**config.mk**
```make
export PLATFORM = sky130hd
export DESIGN_NAME = cpu_irq_iface
export DESIGN_NICKNAME = d
export VERILOG_FILES = /design/src/rtl/cpu_irq_pkg.sv /design/src/rtl/cpu_irq_cfg.sv /design/src/rtl/cpu_irq_stack.sv /design/src/rtl/cpu_irq_qual.sv /design/src/rtl/cpu_irq_iface.sv
export SDC_FILE = /design/constraint.sdc
export NUM_CORES = 1
export LEC_CHECK = 0
export BUFFER_PORTS_ARGS = -buffer_cell sky130_fd_sc_hd__buf_2
export CORE_MARGIN = 10
export CORE_UTILIZATION = 50
export DETAILED_ROUTE_END_ITERATION = 8
export GPL_TIMING_DRIVEN = 0
export HOLD_SLACK_MARGIN = 0.15
export PLACE_DENSITY = 0.71
export SLEW_MARGIN = 30
export SYNTH_ARGS = -nofsm -noshare
export SYNTH_HDL_FRONTEND = slang
export SYNTH_SLANG_ARGS = --single-unit
```
**constraint.sdc**
```tcl
create_clock -name clk_i -period 4.3 [get_ports clk_i]
set_clock_uncertainty 0.15 [all_clocks]
set_input_delay 1.075 -clock clk_i [delete_from_list [all_inputs] [get_ports clk_i]]
set_output_delay 1.075 -clock clk_i [all_outputs]
set_load 0.03 [all_outputs]
```
**src/rtl/cpu_irq_pkg.sv**
```systemverilog
package cpu_irq_pkg;
  localparam int ID_W   = 10;
  localparam int SRC_W  = 3;
  localparam int PRIO_W = 8;
  localparam int VAL_W  = ID_W + SRC_W;

  localparam logic [ID_W-1:0] SPURIOUS_ID = 10'd1023;
  localparam logic [ID_W-1:0] MAX_ID      = 10'd1020;
  localparam logic [ID_W-1:0] SOFT_LIMIT  = 10'd16;

  typedef struct packed {
    logic [SRC_W-1:0]  src;
    logic [ID_W-1:0]   id;
    logic [PRIO_W-1:0] prio;
  } act_entry_t;

  typedef enum logic [1:0] {
    SEL_CTRL  = 2'd0,
    SEL_PMASK = 2'd1,
    SEL_ACK   = 2'd2,
    SEL_EOI   = 2'd3
  } reg_sel_e;
endpackage

```
**src/rtl/cpu_irq_cfg.sv**
```systemverilog
module cpu_irq_cfg
  import cpu_irq_pkg::*;
(
  input  logic              clk_i,
  input  logic              rst_ni,
  input  logic              wr_ctrl_i,
  input  logic              wr_pmask_i,
  input  logic              en_bit_i,
  input  logic [PRIO_W-1:0] pmask_bits_i,
  output logic              en_o,
  output logic [PRIO_W-1:0] pmask_o
);
  always_ff @(posedge clk_i or negedge rst_ni) begin
    if (!rst_ni) begin
      en_o    <= 1'b0;
      pmask_o <= '0;
    end else begin
      if (wr_ctrl_i)  en_o    <= en_bit_i;
      if (wr_pmask_i) pmask_o <= pmask_bits_i;
    end
  end
endmodule

```
**src/rtl/cpu_irq_stack.sv**
```systemverilog
module cpu_irq_stack
  import cpu_irq_pkg::*;
#(
  parameter int DEPTH = 4
) (
  input  logic       clk_i,
  input  logic       rst_ni,
  input  logic       push_i,
  input  act_entry_t push_entry_i,
  input  logic       pop_i,
  output act_entry_t top_o,
  output logic       empty_o,
  output logic       full_o
);
  localparam int CNT_W = $clog2(DEPTH + 1);

  act_entry_t         slot_q [DEPTH];
  logic [CNT_W-1:0]   cnt_q;

  // slot 0 is the top; push shifts down, pop shifts up
  for (genvar k = 0; k < DEPTH; k++) begin : g_slot
    always_ff @(posedge clk_i or negedge rst_ni) begin
      if (!rst_ni) begin
        slot_q[k] <= '0;
      end else if (push_i) begin
        if (k == 0) slot_q[k] <= push_entry_i;
        else        slot_q[k] <= slot_q[(k == 0) ? 0 : k-1];
      end else if (pop_i) begin
        if (k == DEPTH-1) slot_q[k] <= '0;
        else              slot_q[k] <= slot_q[(k == DEPTH-1) ? k : k+1];
      end
    end
  end

  always_ff @(posedge clk_i or negedge rst_ni) begin
    if (!rst_ni)     cnt_q <= '0;
    else if (push_i) cnt_q <= cnt_q + 1'b1;
    else if (pop_i)  cnt_q <= cnt_q - 1'b1;
  end

  assign top_o   = slot_q[0];
  assign empty_o = (cnt_q == '0);
  assign full_o  = (cnt_q == CNT_W'(DEPTH));

  p_no_overflow_r8: assert property (@(posedge clk_i) disable iff (!rst_ni)
    push_i |-> !full_o);
  p_no_underflow_r6: assert property (@(posedge clk_i) disable iff (!rst_ni)
    pop_i |-> !empty_o);
  p_push_pop_excl_r6: assert property (@(posedge clk_i) disable iff (!rst_ni)
    !(push_i && pop_i));
endmodule

```
**src/rtl/cpu_irq_qual.sv**
```systemverilog
module cpu_irq_qual
  import cpu_irq_pkg::*;
(
  input  logic              en_i,
  input  logic [PRIO_W-1:0] pmask_i,
  input  logic [PRIO_W:0]   run_prio_i,
  input  logic              full_i,
  input  logic              valid_i,
  input  logic [ID_W-1:0]   id_i,
  input  logic [PRIO_W-1:0] prio_i,
  output logic              qual_o
);
  always_comb begin
    qual_o = en_i && valid_i && !full_i
          && (id_i <= MAX_ID)
          && (prio_i < pmask_i)
          && ({1'b0, prio_i} < run_prio_i);
  end
endmodule

```
**src/rtl/cpu_irq_iface.sv**
```systemverilog
module cpu_irq_iface
  import cpu_irq_pkg::*;
#(
  parameter int ACT_DEPTH = 4
) (
  input  logic        clk_i,
  input  logic        rst_ni,
  input  logic        cand_valid_i,
  input  logic [9:0]  cand_id_i,
  input  logic [7:0]  cand_prio_i,
  input  logic [2:0]  cand_src_i,
  output logic        ack_o,
  output logic [9:0]  ack_id_o,
  output logic        eoi_o,
  output logic [9:0]  eoi_id_o,
  input  logic        reg_req_i,
  input  logic        reg_we_i,
  input  logic [1:0]  reg_addr_i,
  input  logic [31:0] reg_wdata_i,
  output logic [31:0] reg_rdata_o,
  output logic        irq_o
);
  logic              cfg_en;
  logic [PRIO_W-1:0] cfg_pmask;
  act_entry_t        stk_top, push_entry;
  logic              stk_empty, stk_full;
  logic [PRIO_W:0]   run_prio;
  logic              qual;
  logic              rd_req, wr_req, rd_ack, wr_eoi, do_ack, do_eoi;
  logic [VAL_W-1:0]  cand_val, top_val;

  assign rd_req = reg_req_i && !reg_we_i;
  assign wr_req = reg_req_i &&  reg_we_i;
  assign rd_ack = rd_req && (reg_addr_i == SEL_ACK);
  assign wr_eoi = wr_req && (reg_addr_i == SEL_EOI);

  cpu_irq_cfg i_cfg (
    .clk_i        (clk_i),
    .rst_ni       (rst_ni),
    .wr_ctrl_i    (wr_req && (reg_addr_i == SEL_CTRL)),
    .wr_pmask_i   (wr_req && (reg_addr_i == SEL_PMASK)),
    .en_bit_i     (reg_wdata_i[0]),
    .pmask_bits_i (reg_wdata_i[PRIO_W-1:0]),
    .en_o         (cfg_en),
    .pmask_o      (cfg_pmask)
  );

  assign run_prio = stk_empty ? {1'b1, {PRIO_W{1'b0}}} : {1'b0, stk_top.prio};

  cpu_irq_qual i_qual (
    .en_i       (cfg_en),
    .pmask_i    (cfg_pmask),
    .run_prio_i (run_prio),
    .full_i     (stk_full),
    .valid_i    (cand_valid_i),
    .id_i       (cand_id_i),
    .prio_i     (cand_prio_i),
    .qual_o     (qual)
  );

  assign irq_o = qual;

  // source CPU only travels with software-generated IDs
  assign cand_val = {(cand_id_i < SOFT_LIMIT) ? cand_src_i : {SRC_W{1'b0}}, cand_id_i};
  assign top_val  = {stk_top.src, stk_top.id};

  assign do_ack = rd_ack && qual;
  assign do_eoi = wr_eoi && !stk_empty
               && (reg_wdata_i == {{(32-VAL_W){1'b0}}, top_val});

  always_comb begin
    push_entry      = '0;
    push_entry.src  = cand_val[VAL_W-1:ID_W];
    push_entry.id   = cand_id_i;
    push_entry.prio = cand_prio_i;
  end

  cpu_irq_stack #(.DEPTH(ACT_DEPTH)) i_stack (
    .clk_i        (clk_i),
    .rst_ni       (rst_ni),
    .push_i       (do_ack),
    .push_entry_i (push_entry),
    .pop_i        (do_eoi),
    .top_o        (stk_top),
    .empty_o      (stk_empty),
    .full_o       (stk_full)
  );

  always_ff @(posedge clk_i or negedge rst_ni) begin
    if (!rst_ni) begin
      reg_rdata_o <= '0;
      ack_o       <= 1'b0;
      ack_id_o    <= '0;
      eoi_o       <= 1'b0;
      eoi_id_o    <= '0;
    end else begin
      ack_o <= do_ack;
      eoi_o <= do_eoi;
      if (do_ack) ack_id_o <= cand_id_i;
      if (do_eoi) eoi_id_o <= stk_top.id;
      if (rd_req) begin
        unique case (reg_addr_i)
          SEL_CTRL:  reg_rdata_o <= {31'b0, cfg_en};
          SEL_PMASK: reg_rdata_o <= {{(32-PRIO_W){1'b0}}, cfg_pmask};
          SEL_ACK:   reg_rdata_o <= do_ack ? {{(32-VAL_W){1'b0}}, cand_val}
                                           : {{(32-ID_W){1'b0}}, SPURIOUS_ID};
          default:   reg_rdata_o <= '0;
        endcase
      end
    end
  end

  p_irq_off_r1: assert property (@(posedge clk_i) disable iff (!rst_ni)
    !cfg_en |-> !irq_o);
  p_irq_below_mask_r2: assert property (@(posedge clk_i) disable iff (!rst_ni)
    irq_o |-> (cand_prio_i < cfg_pmask));
  p_ack_follows_irq_r3: assert property (@(posedge clk_i) disable iff (!rst_ni)
    ack_o |-> $past(irq_o && rd_ack));
  p_spurious_quiet_r4: assert property (@(posedge clk_i) disable iff (!rst_ni)
    (rd_ack && !irq_o) |=> (!ack_o && reg_rdata_o == 32'd1023));
  p_id_in_range_r5: assert property (@(posedge clk_i) disable iff (!rst_ni)
    irq_o |-> (cand_id_i <= MAX_ID));
  p_eoi_from_write_r6: assert property (@(posedge clk_i) disable iff (!rst_ni)
    eoi_o |-> $past(wr_eoi));
  p_nest_urgency_r8: assert property (@(posedge clk_i) disable iff (!rst_ni)
    (irq_o && !stk_empty) |-> (cand_prio_i < stk_top.prio));
endmodule

```
Yosys cells after proc, flatten, opt, wreduce, memory -nomap -nowiden
Index checks and enable logic that the tools add are counted.
{"block": "word_totals", "in_bits": 60, "out_inout_bits": 55, "register_bits": 150}
{"block": "classes", "n_reduce_logical": 20, "eq_ne": 5, "muxes": 14, "n_addsub": 2, "order_cmp": 4}
{"operator": "21-bit two-way mux", "count": 8}
{"operator": "13-bit one-hot mux with 3 select lines", "count": 1}
{"operator": "32-bit by 13-bit equality test with 1-bit output", "count": 1}
{"operator": "1-bit logical AND", "count": 14}
{"operator": "13-bit two-way mux", "count": 1}
{"operator": "10-bit less-or-equal comparator, second input constant", "count": 1}
{"operator": "10-bit by 5-bit < comparator with 1-bit output, second input constant", "count": 1}
{"operator": "8-bit by 9-bit < comparator with 1-bit output", "count": 1}
{"operator": "3-bit two-way mux", "count": 3}
{"operator": "9-bit two-way mux", "count": 1}
{"operator": "8-bit < comparator", "count": 1}
{"operator": "2-bit equality test, second input constant", "count": 2}
{"operator": "3-bit by 1-bit adder with 3-bit output, second input constant", "count": 1}
{"operator": "3-bit equality test, second input constant", "count": 1}
{"operator": "1-bit zero test", "count": 3}
{"operator": "3-bit zero test", "count": 1}
{"operator": "3-bit by 1-bit subtractor with 3-bit output, second input constant", "count": 1}
{"operator": "2-bit by 1-bit equality test with 1-bit output, second input constant", "count": 1}
{"operator": "2-bit zero test", "count": 1}
{"operator": "2-bit nonzero test", "count": 1}

Depth between registers and ports, before layout
Gate-level depths: netlist of run 1.
{"block": "depth", "depth_word": 9, "ltp_mapped": 13}

Modules after synthesis
Synthesis of run 1 repeated with hierarchy kept, for this count alone.
{"block": "hier_totals", "hier_cells": 661, "hier_area_um2": 6779.0}
{"mod": "cpu_irq_stack", "cells_per_inst": 391, "n_inst": 1, "area_per_inst_um2": 4130.2}
{"mod": "cpu_irq_iface", "cells_per_inst": 196, "n_inst": 1, "area_per_inst_um2": 1885.6}
{"mod": "cpu_irq_qual", "cells_per_inst": 55, "n_inst": 1, "area_per_inst_um2": 395.4}
{"mod": "cpu_irq_cfg", "cells_per_inst": 19, "n_inst": 1, "area_per_inst_um2": 367.9}

Worst setup path after synthesis of run 1
Ideal clock, no wire load.
{"block": "synth_timing", "kind": "input -> output", "from": "in cand_prio_i[7]", "to": "out irq_o", "setup_slack_ns": 0.357, "stages": 6, "required_time_ns": 3.075, "arrival_time_ns": 2.718, "path_cell_list": "ha_1 -> a221o_1 -> a2111oi_4 -> o21ai_0 -> clkbuf_1 -> inv_1"}
{"block": "synth_between", "elab_chain_cells": 3, "word_cells_on_any_way": 4, "cone_classes": "2 x order compare; 2 x reduce/logical"}
{"element": "from (decl)", "line_no": "cpu_irq_iface.sv:10", "rtl": "input logic [7:0] cand_prio_i,"}
{"element": "8-bit < comparator", "line_no": "cpu_irq_qual.sv:16", "rtl": "&& (prio_i < pmask_i)"}
{"element": "1-bit logical AND", "line_no": "cpu_irq_qual.sv:16"}
{"element": "1-bit logical AND (*)", "line_no": "cpu_irq_qual.sv:17", "rtl": "&& ({1'b0, prio_i} < run_prio_i);"}
{"element": "to (decl)", "line_no": "cpu_irq_iface.sv:21", "rtl": "output logic irq_o"}
Every way passes the cells marked *; elsewhere a longest branch is shown, timed or not.

Worst setup path after layout of run 1
{"block": "layout_timing", "from": "in cand_prio_i[2]", "to": "out irq_o"}
The elaborated chain is that of the path after synthesis.

==> results.json, run 1 <==
{
  "die_y_um": 132,
  "root_buffer": "clkbuf_16",
  "crit_type": "input pin to primary output",
  "worstMarginPinSlew_ps": 830,
  "critPathLaunchType": "input pin",
  "comb_power_share_pct": 12.7,
  "drv_slew": 0,
  "wl_um": 18000,
  "required_ps": 3070,
  "insertion_delay_ps": 420,
  "ys_warn_count": 0,
  "ys_ff_latch": 131,
  "r2r_cells": 13,
  "rows": 40,
  "ys_types": 49,
  "p_seq_share_pct": 42.5,
  "cp_cell_sequence": "buf_2, ha_1, a211oi_1, o21ai_0, a2111oi_4, o21ai_2, clkbuf_4, inv_1, buf_4",
  "switching_power_w": 0.000890,
  "cp_slowest_cell": "a2111oi_4",
  "finalCriticalPeriod_ps": 4160,
  "crit_path_end_kind": "primary output",
  "whs_endpoint": "ack_id_o[7]",
  "grt_overflow": 0,
  "slew-limit-headroom_pct": 44.4,
  "cts_tree": "built",
  "fin_crit_sh_pct": 96.7,
  "cp.arrival_ps": 2930,
  "utilization_pct": 63.4,
  "ys_seq_area_share_pct": 52.6,
  "internal_power_w": 0.00231,
  "cp_slowest_stage_delay_ps": 410,
  "grt_max_degree": 75,
  "grt_antenna_before_repair": 0,
  "io_buffers": 94,
  "drive_above_1_share_pct": 28.3,
  "first_iter_violations": 396,
  "ir_worst_vdd_mv": 0.287,
  "cap_violations": 0,
  "synthCells": 544,
  "max_freq_mhz": 240,
  "drc": 0,
  "grt_pass1_wl_um": 28500,
  "critPathMaxFanout": 10,
  "hold_violations": 0,
  "cellLeakagePower_nw": 4.29,
  "grt_pass1_vias": 5242,
  "synth_area_mm2": 0.00624,
  "min_path_cells": 2,
  "cts_sinks": 131,
  "n_antenna_cell": 0,
  "die_w_um": 132,
  "cts_htree_levels": 4,
  "die_area_mm2": 0.0173,
  "via_count": 4931,
  "hpwl_um": 13100,
  "pin_count": 115,
  "globalplace.congestion": 0.887,
  "wl_per_cell_um": 20.9,
  "grt_use_total_pct": 20.7,
  "clkSlewWorstSetupHoldPaths_ps": 60,
  "cts_hold_buf": 0,
  "run_status": "complete, no violations",
  "hp-start": "ack_id_o[7]",
  "area_growth_pct": 23.1,
  "initial_core_util_pct": 51.5,
  "async_reset_ff_share_pct": 100,
  "switching_share_pct": 27.8,
  "cts.path.max_buffers": 2,
  "synth_enable_flop_cells": 0,
  "min_path_type": "register to register",
  "pwr-share-clk_pct": 44.8,
  "syn_area_per_cell_um2": 11.5,
  "setup_viol": 0,
  "cts_inserted_buffers": 17,
  "viasPerCell": 5.73,
  "core_area_mm2": 0.0121,
  "synthFlopType": "dfrtp_1",
  "r2r-start": "i_stack.cnt_q[1]",
  "power_w": 0.00320,
  "drt-pass1-iter-count": 5,
  "r2r_end": "i_stack.cnt_q[1]",
  "power_density_mw_per_mm2": 417,
  "reg2reg_slack_ps": 700,
  "antenna_left": 0,
  "fin_nets": 755
}
registers in the layout (all words and copies together) (netlist names):
name	flops
i_stack.slot_q	63
i_stack.top_o	21
reg_rdata_o	13
ack_id_o	10
eoi_id_o	10
i_cfg.pmask_o	8
i_stack.cnt_q	3
ack_o	1
eoi_o	1
i_cfg.en_o	1
routing by layer:
metal / global-route usage [%] / share of wire (%)
met2: 33.4 / 49
met3: 6.75 / 6.3
met5: 0 / 0
met4: 6.00 / 1.6
met1: 25.9 / 43
layout by cell type (no fill, tap or decap), types with 2 or more instances in the layout:
cell,n
clkbuf_1,13
buf_4,27
nor3b_1,3
nor3_1,8
ha_1,14
nor4_1,10
mux2i_1,13
mux2_2,19
xnor2_1,7
o211a_1,2
bufinv_16,2
o21ai_0,20
clkinvlp_4,2
dfrtp_1,131
inv_6,3
xor2_1,9
nor2_1,14
a21o_1,53
or4_1,3
nand2_1,52
o21ai_1,2
nand4b_1,2
inv_1,10
nand4_1,7
a21oi_1,8
nand2b_1,2
buf_6,5
buf_2,103
clkinv_4,5
a22o_1,73
clkbuf_16,17
conb_1,19
a22oi_1,7
clkinv_2,2
power groups by stage:
stage	Combinational, W	Sequential (W)	Clock (W)
6_report	0.000405	0.00136	0.00144
5_1_grt	0.000447	0.00137	0.00151
4_1_cts	0.000395	0.00136	0.00145
3_5_place_dp	0.000385	0.00138	0
3_3_place_gp	0.000369	0.00138	0
2_1_floorplan	0.000198	0.00141	0
per-stage QoR:
| stage | cell area, um^2 | instances | setup WS [ps] | TNS, ps | hold slack [ps] |
|---|---|---|---|---|---|
| floorplan | 6300 | 562 | 357 | 0 | 312 |
| global placement | 6990 | 824 | -29.1 | -29.1 | 298 |
| detailed placement | 7020 | 825 | -83.5 | -83.5 | 304 |
| CTS | 7640 | 859 | 29.1 | 0 | 323 |
| global route | 7680 | 861 | -1.96 | -1.96 | 348 |
| finish | 7680 | 861 | 141 | 0 | 322 |
what timing repair did:
item,4_1_cts,5_1_grt
pin swaps,1,3
setup buffers,2,2
gates resized for setup,7,3
endpoints found under the setup margin,1,1
synthesized netlist by cell type, drive strengths merged, types with 2 or more instances:
cell type,number,share of area (%)
ha,14,2.8
mux2i,13,2.1
nor3,8,0.64
nand4b,2,0.28
xor2,9,1.3
a21o,53,6.4
a22oi,7,0.84
nor4,11,1.2
inv,10,0.60
o21ai,23,1.8
xnor2,7,0.98
nor2,14,0.84
a21oi,9,0.72
or4,3,0.36
clkbuf,13,0.78
o211a,2,0.32
nand2b,2,0.20
mux2,19,3.4
nand4,7,0.70
nor3b,3,0.36
dfrtp,131,53
nand2,52,3.1
a22o,73,10
buf,38,4.4
cell families after synthesis:
logic type,share of synthesized area [%]
other,0.0601
AO/OA/AOI/OAI,22.1
XOR/XNOR,2.25
flip-flops,52.6
adder cells (fa/ha/maj),3.13
multiplexers,5.52
buffers and inverters,5.78
AND/OR/NAND/NOR,8.63
worst max-delay path, delay by kind of cell:
| kind | cells | cell delay (ps) |
|---|---|---|
| AO/OA/AOI/OAI | 4 | 1000 |
| buffers and inverters | 4 | 540 |
| adder cells (fa/ha/maj) | 1 | 310 |
layout make-up:
cell class / count / area (um^2)
Multi-Input combinational cell: 370 / 2700
Timing Repair Buffer: 99 / 541
Buffer: 51 / 329
Fill cell: 991 / 4440
Sequential cell: 131 / 3280
Tap cell: 168 / 210
Clock buffer: 18 / 429
Inverter: 10 / 37.5
Clock inverter: 14 / 155
worst max-delay path by stage:
stage | to | start | slack (ps) | cells after the start
3_3_place_gp | irq_o | cand_prio_i[2] | -30 | 9
5_1_grt | irq_o | i_stack.cnt_q[1] | -2 | 11
6_report | irq_o | cand_prio_i[2] | 140 | 9
4_1_cts | irq_o | i_stack.cnt_q[0] | 30 | 11
3_5_place_dp | irq_o | cand_prio_i[2] | -80 | 9
2_1_floorplan | irq_o | cand_prio_i[7] | 360 | 6
No activity file was read; power rests on OpenSTA's default activity.
==> inputs of run 2 (changes only) <==
==> constraint.sdc (replaced) <==
create_clock -name clk_i -period 4.3 [get_ports clk_i]
set_clock_uncertainty 0.15 [all_clocks]
set_input_delay 0.86 -clock clk_i [delete_from_list [all_inputs] [get_ports clk_i]]
set_output_delay 0.86 -clock clk_i [all_outputs]
set_load 0.03 [all_outputs]
==> results.json, run 2 (synthesized netlist as in run 1, its figures left out) <==
{
  "rows": 40,
  "first_iter_violations": 402,
  "cts_inserted_buffers": 17,
  "drv_slew": 0,
  "core_area_mm2": 0.0121,
  "via_count": 4968,
  "io_buffers": 94,
  "setup_viol": 0,
  "drc": 0,
  "min_path_type": "input pin to async pin",
  "viasPerCell": 5.77,
  "max_freq_mhz": 236,
  "crit_type": "register to primary output",
  "run_status": "complete, no violations",
  "hold_violations": 0,
  "switching_power_w": 0.000889,
  "setup_ws_ps": 63.3,
  "cts_sinks": 131,
  "pin_count": 115,
  "drive_above_1_share_pct": 28.1,
  "cts_htree_levels": 4,
  "setup_tns_ps": 0,
  "place_ws_ps": 347,
  "place_inst": 825,
  "cp_slowest_stage_delay_ps": 470,
  "switching_share_pct": 27.8,
  "r2r-start": "i_stack.cnt_q[0]",
  "largest_reg_flops": 63,
  "startpoint": "i_stack.cnt_q[0]",
  "cellLeakagePower_nw": 4.29,
  "cap_violations": 0,
  "slew-limit-headroom_pct": 45.7,
  "globalplace.congestion": 0.887,
  "fin_crit_sh_pct": 98.5,
  "fin_cells": 861,
  "power_density_mw_per_mm2": 418,
  "grt_max_degree": 75,
  "cts_hold_buf": 0,
  "cp_slowest_cell": "a2111oi_4",
  "die_area_mm2": 0.0173,
  "root_buffer": "clkbuf_16",
  "area_growth_pct": 22.9,
  "wl_um": 18000,
  "top_register": "i_stack.slot_q",
  "pwr-share-clk_pct": 44.8,
  "finalCriticalPeriod_ps": 4240,
  "worstMarginPinSlew_ps": 811,
  "p_seq_share_pct": 42.6,
  "required_ps": 3290,
  "stdcell_area_mm2": 0.00766,
  "cts_tree": "built",
  "grt_pass1_wl_um": 28400,
  "dpl-instance-area_mm2": 0.00702,
  "comb_power_share_pct": 12.6,
  "cp_cell_sequence": "or3_1, clkbuf_4, nand2_1, ha_1, o31ai_1, o32ai_2, a2111oi_4, o21ai_2, buf_2, inv_1, buf_2",
  "insertion_delay_ps": 420,
  "crit_path_end_kind": "primary output",
  "critPathLaunchType": "register",
  "grt_use_total_pct": 20.6,
  "antenna_left": 0,
  "hpwl_um": 13100,
  "grt_overflow": 0,
  "n_antenna_cell": 0,
  "die_y_um": 132,
  "drt-pass1-iter-count": 5,
  "internal_power_w": 0.00231,
  "final_common_cell": "dfrtp_1",
  "wl_per_cell_um": 20.9,
  "layout_common_cells": "131 x dfrtp_1, 105 x buf_2, 73 x a22o_1",
  "grt_pass1_vias": 5236,
  "grt_antenna_before_repair": 0,
  "whs_ps": 220,
  "cp.arrival_ps": 3230,
  "crit_path_frequent_cell": "buf_2",
  "cts.path.max_buffers": 2,
  "die_w_um": 132,
  "fin_nets": 755,
  "initial_core_util_pct": 51.5,
  "critPathMaxFanout": 10,
  "clkSlewWorstSetupHoldPaths_ps": 60,
  "ir_worst_vdd_mv": 0.291
}
run 2: cell counts in the layout (fill, tap and decap cells not counted):
Identical to the previous run, type by type.
run 2: layout make-up:
cell class / count / area [um^2]
buffer: 51 / 327
inverter: 10 / 37.5
fill: 991 / 4450
multi-input combinational: 370 / 2690
tap: 168 / 210
clock buffer: 18 / 429
sequential: 131 / 3280
clock inverter: 14 / 155
timing repair buffer: 99 / 538
run 2: metrics by stage:
| stage | utilization [%] | power, W |
|---|---|---|
| after global routing | 63.3 | 0.00332 |
| after global placement | 57.7 | 0.00175 |
| final | 63.3 | 0.00320 |
| after detailed placement | 58.0 | 0.00177 |
| after floorplan | - | 0.00160 |
| after CTS | 62.8 | 0.00320 |
run 2: what timing repair did:
| action | CTS | global route |
|---|---|---|
| setup endpoints to repair | 0 | 1 |
| buffers inserted | 0 | 4 |
| resized for setup | 0 | 8 |
run 2: layer usage:
metal  GRT usage [%]  part of all wire [%]  wire length [um]
met5               0                     0                 0
met4            5.93                   1.7               312
met3            6.63                   6.5              1170
met2            33.4                    48              8720
met1            25.8                    43              7810
run 2: worst paths after layout:
path / cells past startpoint / slack [ps] / end
worst max register to register: 12 / 570 / i_stack.cnt_q[1]
min in group clk_i: 2 / 320 / ack_id_o[8]
worst min-delay path: 1 / 220 / i_stack.slot_q[3]
worst max-delay path: 11 / 60 / irq_o
max in group asynchronous: 2 / 3060 / ack_id_o[2]
worst min register to register: 2 / 320 / ack_id_o[8]
run 2: worst max-delay path, delay by kind of cell (launching register included):
kind | cells | cell delay, ps
and+or+nand+nor | 2 | 510
DFF | 1 | 440
adders and majority gates | 1 | 250
buffers and inverters | 4 | 660
AOI/OAI and AO/OA | 4 | 950
run 2: power groups by stage:
stage,combinational [W],sequential [W],clock [W]
2_1_floorplan,0.000198,0.00141,0
3_3_place_gp,0.000369,0.00138,0
3_5_place_dp,0.000385,0.00138,0
4_1_cts,0.000387,0.00136,0.00145
5_1_grt,0.000445,0.00137,0.00151
6_report,0.000403,0.00136,0.00143
==> inputs of run 3 (changes only) <==
Settings changed: REMOVE_ABC_BUFFERS set to 1.
==> results.json, run 3 (synthesized netlist as in run 1, its figures left out) <==
{
  "area_growth_pct": 19.7,
  "root_buffer": "clkbuf_16",
  "core_area_mm2": 0.0121,
  "drive_above_1_share_pct": 25.2,
  "n_antenna_cell": 0,
  "cellLeakagePower_nw": 4.12,
  "crit_path_end_kind": "primary output",
  "antenna_left": 0,
  "grt_overflow": 0,
  "pin_count": 115,
  "cts_inserted_buffers": 17,
  "cts_sinks": 131,
  "switching_share_pct": 26.3,
  "viasPerCell": 5.72,
  "initial_core_util_pct": 51.5,
  "post_cts_buffers": 0,
  "drv_slew": 0,
  "grt_max_degree": 88,
  "fin_cells": 818,
  "comb_power_share_pct": 11.6,
  "fill_cells": 1017,
  "wl_per_cell_um": 19.9,
  "critPathLaunchType": "register",
  "regArea_mm2": 0.00328,
  "globalplace.congestion": 0.812,
  "pwr-share-clk_pct": 45.8,
  "slew-limit-headroom_pct": 39.1,
  "insertion_delay_ps": 420,
  "min_path_type": "input pin to async pin",
  "grt_antenna_before_repair": 0,
  "grt_pass1_vias": 4989,
  "grt_use_total_pct": 18.7,
  "wl_um": 16300,
  "drt-pass1-iter-count": 8,
  "power_density_mw_per_mm2": 429,
  "top_register": "i_stack.slot_q",
  "internal_power_w": 0.00236,
  "rows": 40,
  "switching_power_w": 0.000843,
  "critPathMaxFanout": 11,
  "cts_resized": 1,
  "hold_violations": 0,
  "reg2reg_slack_ps": 800,
  "startpoint": "i_stack.cnt_q[0]",
  "final_common_cell": "dfrtp_1",
  "die_y_um": 132,
  "cts_htree_levels": 4,
  "place_inst": 786,
  "required_ps": 3290,
  "via_count": 4680,
  "r2r-start": "i_stack.cnt_q[0]",
  "r2r_end": "i_stack.cnt_q[1]",
  "worstMarginPinSlew_ps": 912,
  "rsz0062_at_grt": "false",
  "r2r_cells": 9,
  "clkSlewWorstSetupHoldPaths_ps": 60,
  "run_status": "complete, no violations",
  "fin_crit_sh_pct": 95.3,
  "endpoint": "irq_o",
  "setup_viol": 0,
  "hpwl_um": 11700,
  "place_ws_ps": 234,
  "cts_tree": "built",
  "cp.arrival_ps": 3090,
  "max_freq_mhz": 244,
  "finalCriticalPeriod_ps": 4100,
  "die_w_um": 132,
  "ir_worst_vdd_mv": 0.394,
  "p_seq_share_pct": 42.6,
  "die_area_mm2": 0.0173,
  "stdcell_area_mm2": 0.00747,
  "setup_ws_ps": 201,
  "cap_violations": 0,
  "largest_reg_flops": 63,
  "setup_tns_ps": 0,
  "io_buffers": 95,
  "crit_type": "register to primary output",
  "fin_nets": 712,
  "cts.path.max_buffers": 2,
  "first_iter_violations": 375,
  "multi_input_area_mm2": 0.00270,
  "grt_pass1_wl_um": 26100,
  "dpl-instance-area_mm2": 0.00686,
  "cts_hold_buf": 0,
  "layout_common_cells": "131 x dfrtp_1, 95 x buf_2, 73 x a22o_1",
  "drc": 0
}
[run 3: worst max-delay path, stage by stage (launching register included)]
cell and delay [ps]:
dfrtp_1 430, or3_4 480, nand2_1 100, ha_1 240, a21oi_1 180, o32ai_1 170, a2111oi_4 320, o21ai_1 410
inv_1 140, buf_2 210
[run 3: area by class of cell]
type                    count  share of cell area (%)
flip-flops and latches    131                    43.9
multi-input cells         370                    36.2
repair buffers            107                    8.51
clock buffers              19                    5.93
well taps                 168                    2.82
clock inverters            13                    2.13
inverters                  10                   0.503
[run 3: stage by stage]
stage                     util (%)  power, W  hold WS, ps
final                         61.6   0.00320          187
after global placement        55.1   0.00173          296
after detailed placement      56.6   0.00175          301
after CTS                     61.6   0.00322          189
after floorplan                  -   0.00159          312
after global routing          61.6   0.00333          197
[run 3: power by group through the flow]
stage	registers (W)	logic [W]	clock network (W)
6_report	0.00136	0.000371	0.00147
5_1_grt	0.00137	0.000417	0.00155
4_1_cts	0.00136	0.000374	0.00148
3_5_place_dp	0.00138	0.000370	0
3_3_place_gp	0.00138	0.000351	0
2_1_floorplan	0.00141	0.000181	0
[run 3: worst min-delay path by stage]
stage                                   end  slack, ps  depth (start not counted)
after CTS                 i_stack.slot_q[1]        190                          1
after floorplan            i_stack.cnt_q[2]        310                          1
after global routing       i_stack.top_o[1]        200                          1
final                     i_stack.slot_q[1]        190                          1
after global placement          ack_id_o[0]        300                          2
after detailed placement        ack_id_o[9]        300                          2
[run 3: metal layers]
metal / track usage, % / part of all wire (%) / vias up
li1: - / - / 2151
met1: 23.8 / 45 / 2381
met2: 30.3 / 49 / 139
met3: 5.95 / 6.1 / 9
met4: 4.26 / 0.50 / 0
met5: 0 / 0 / -
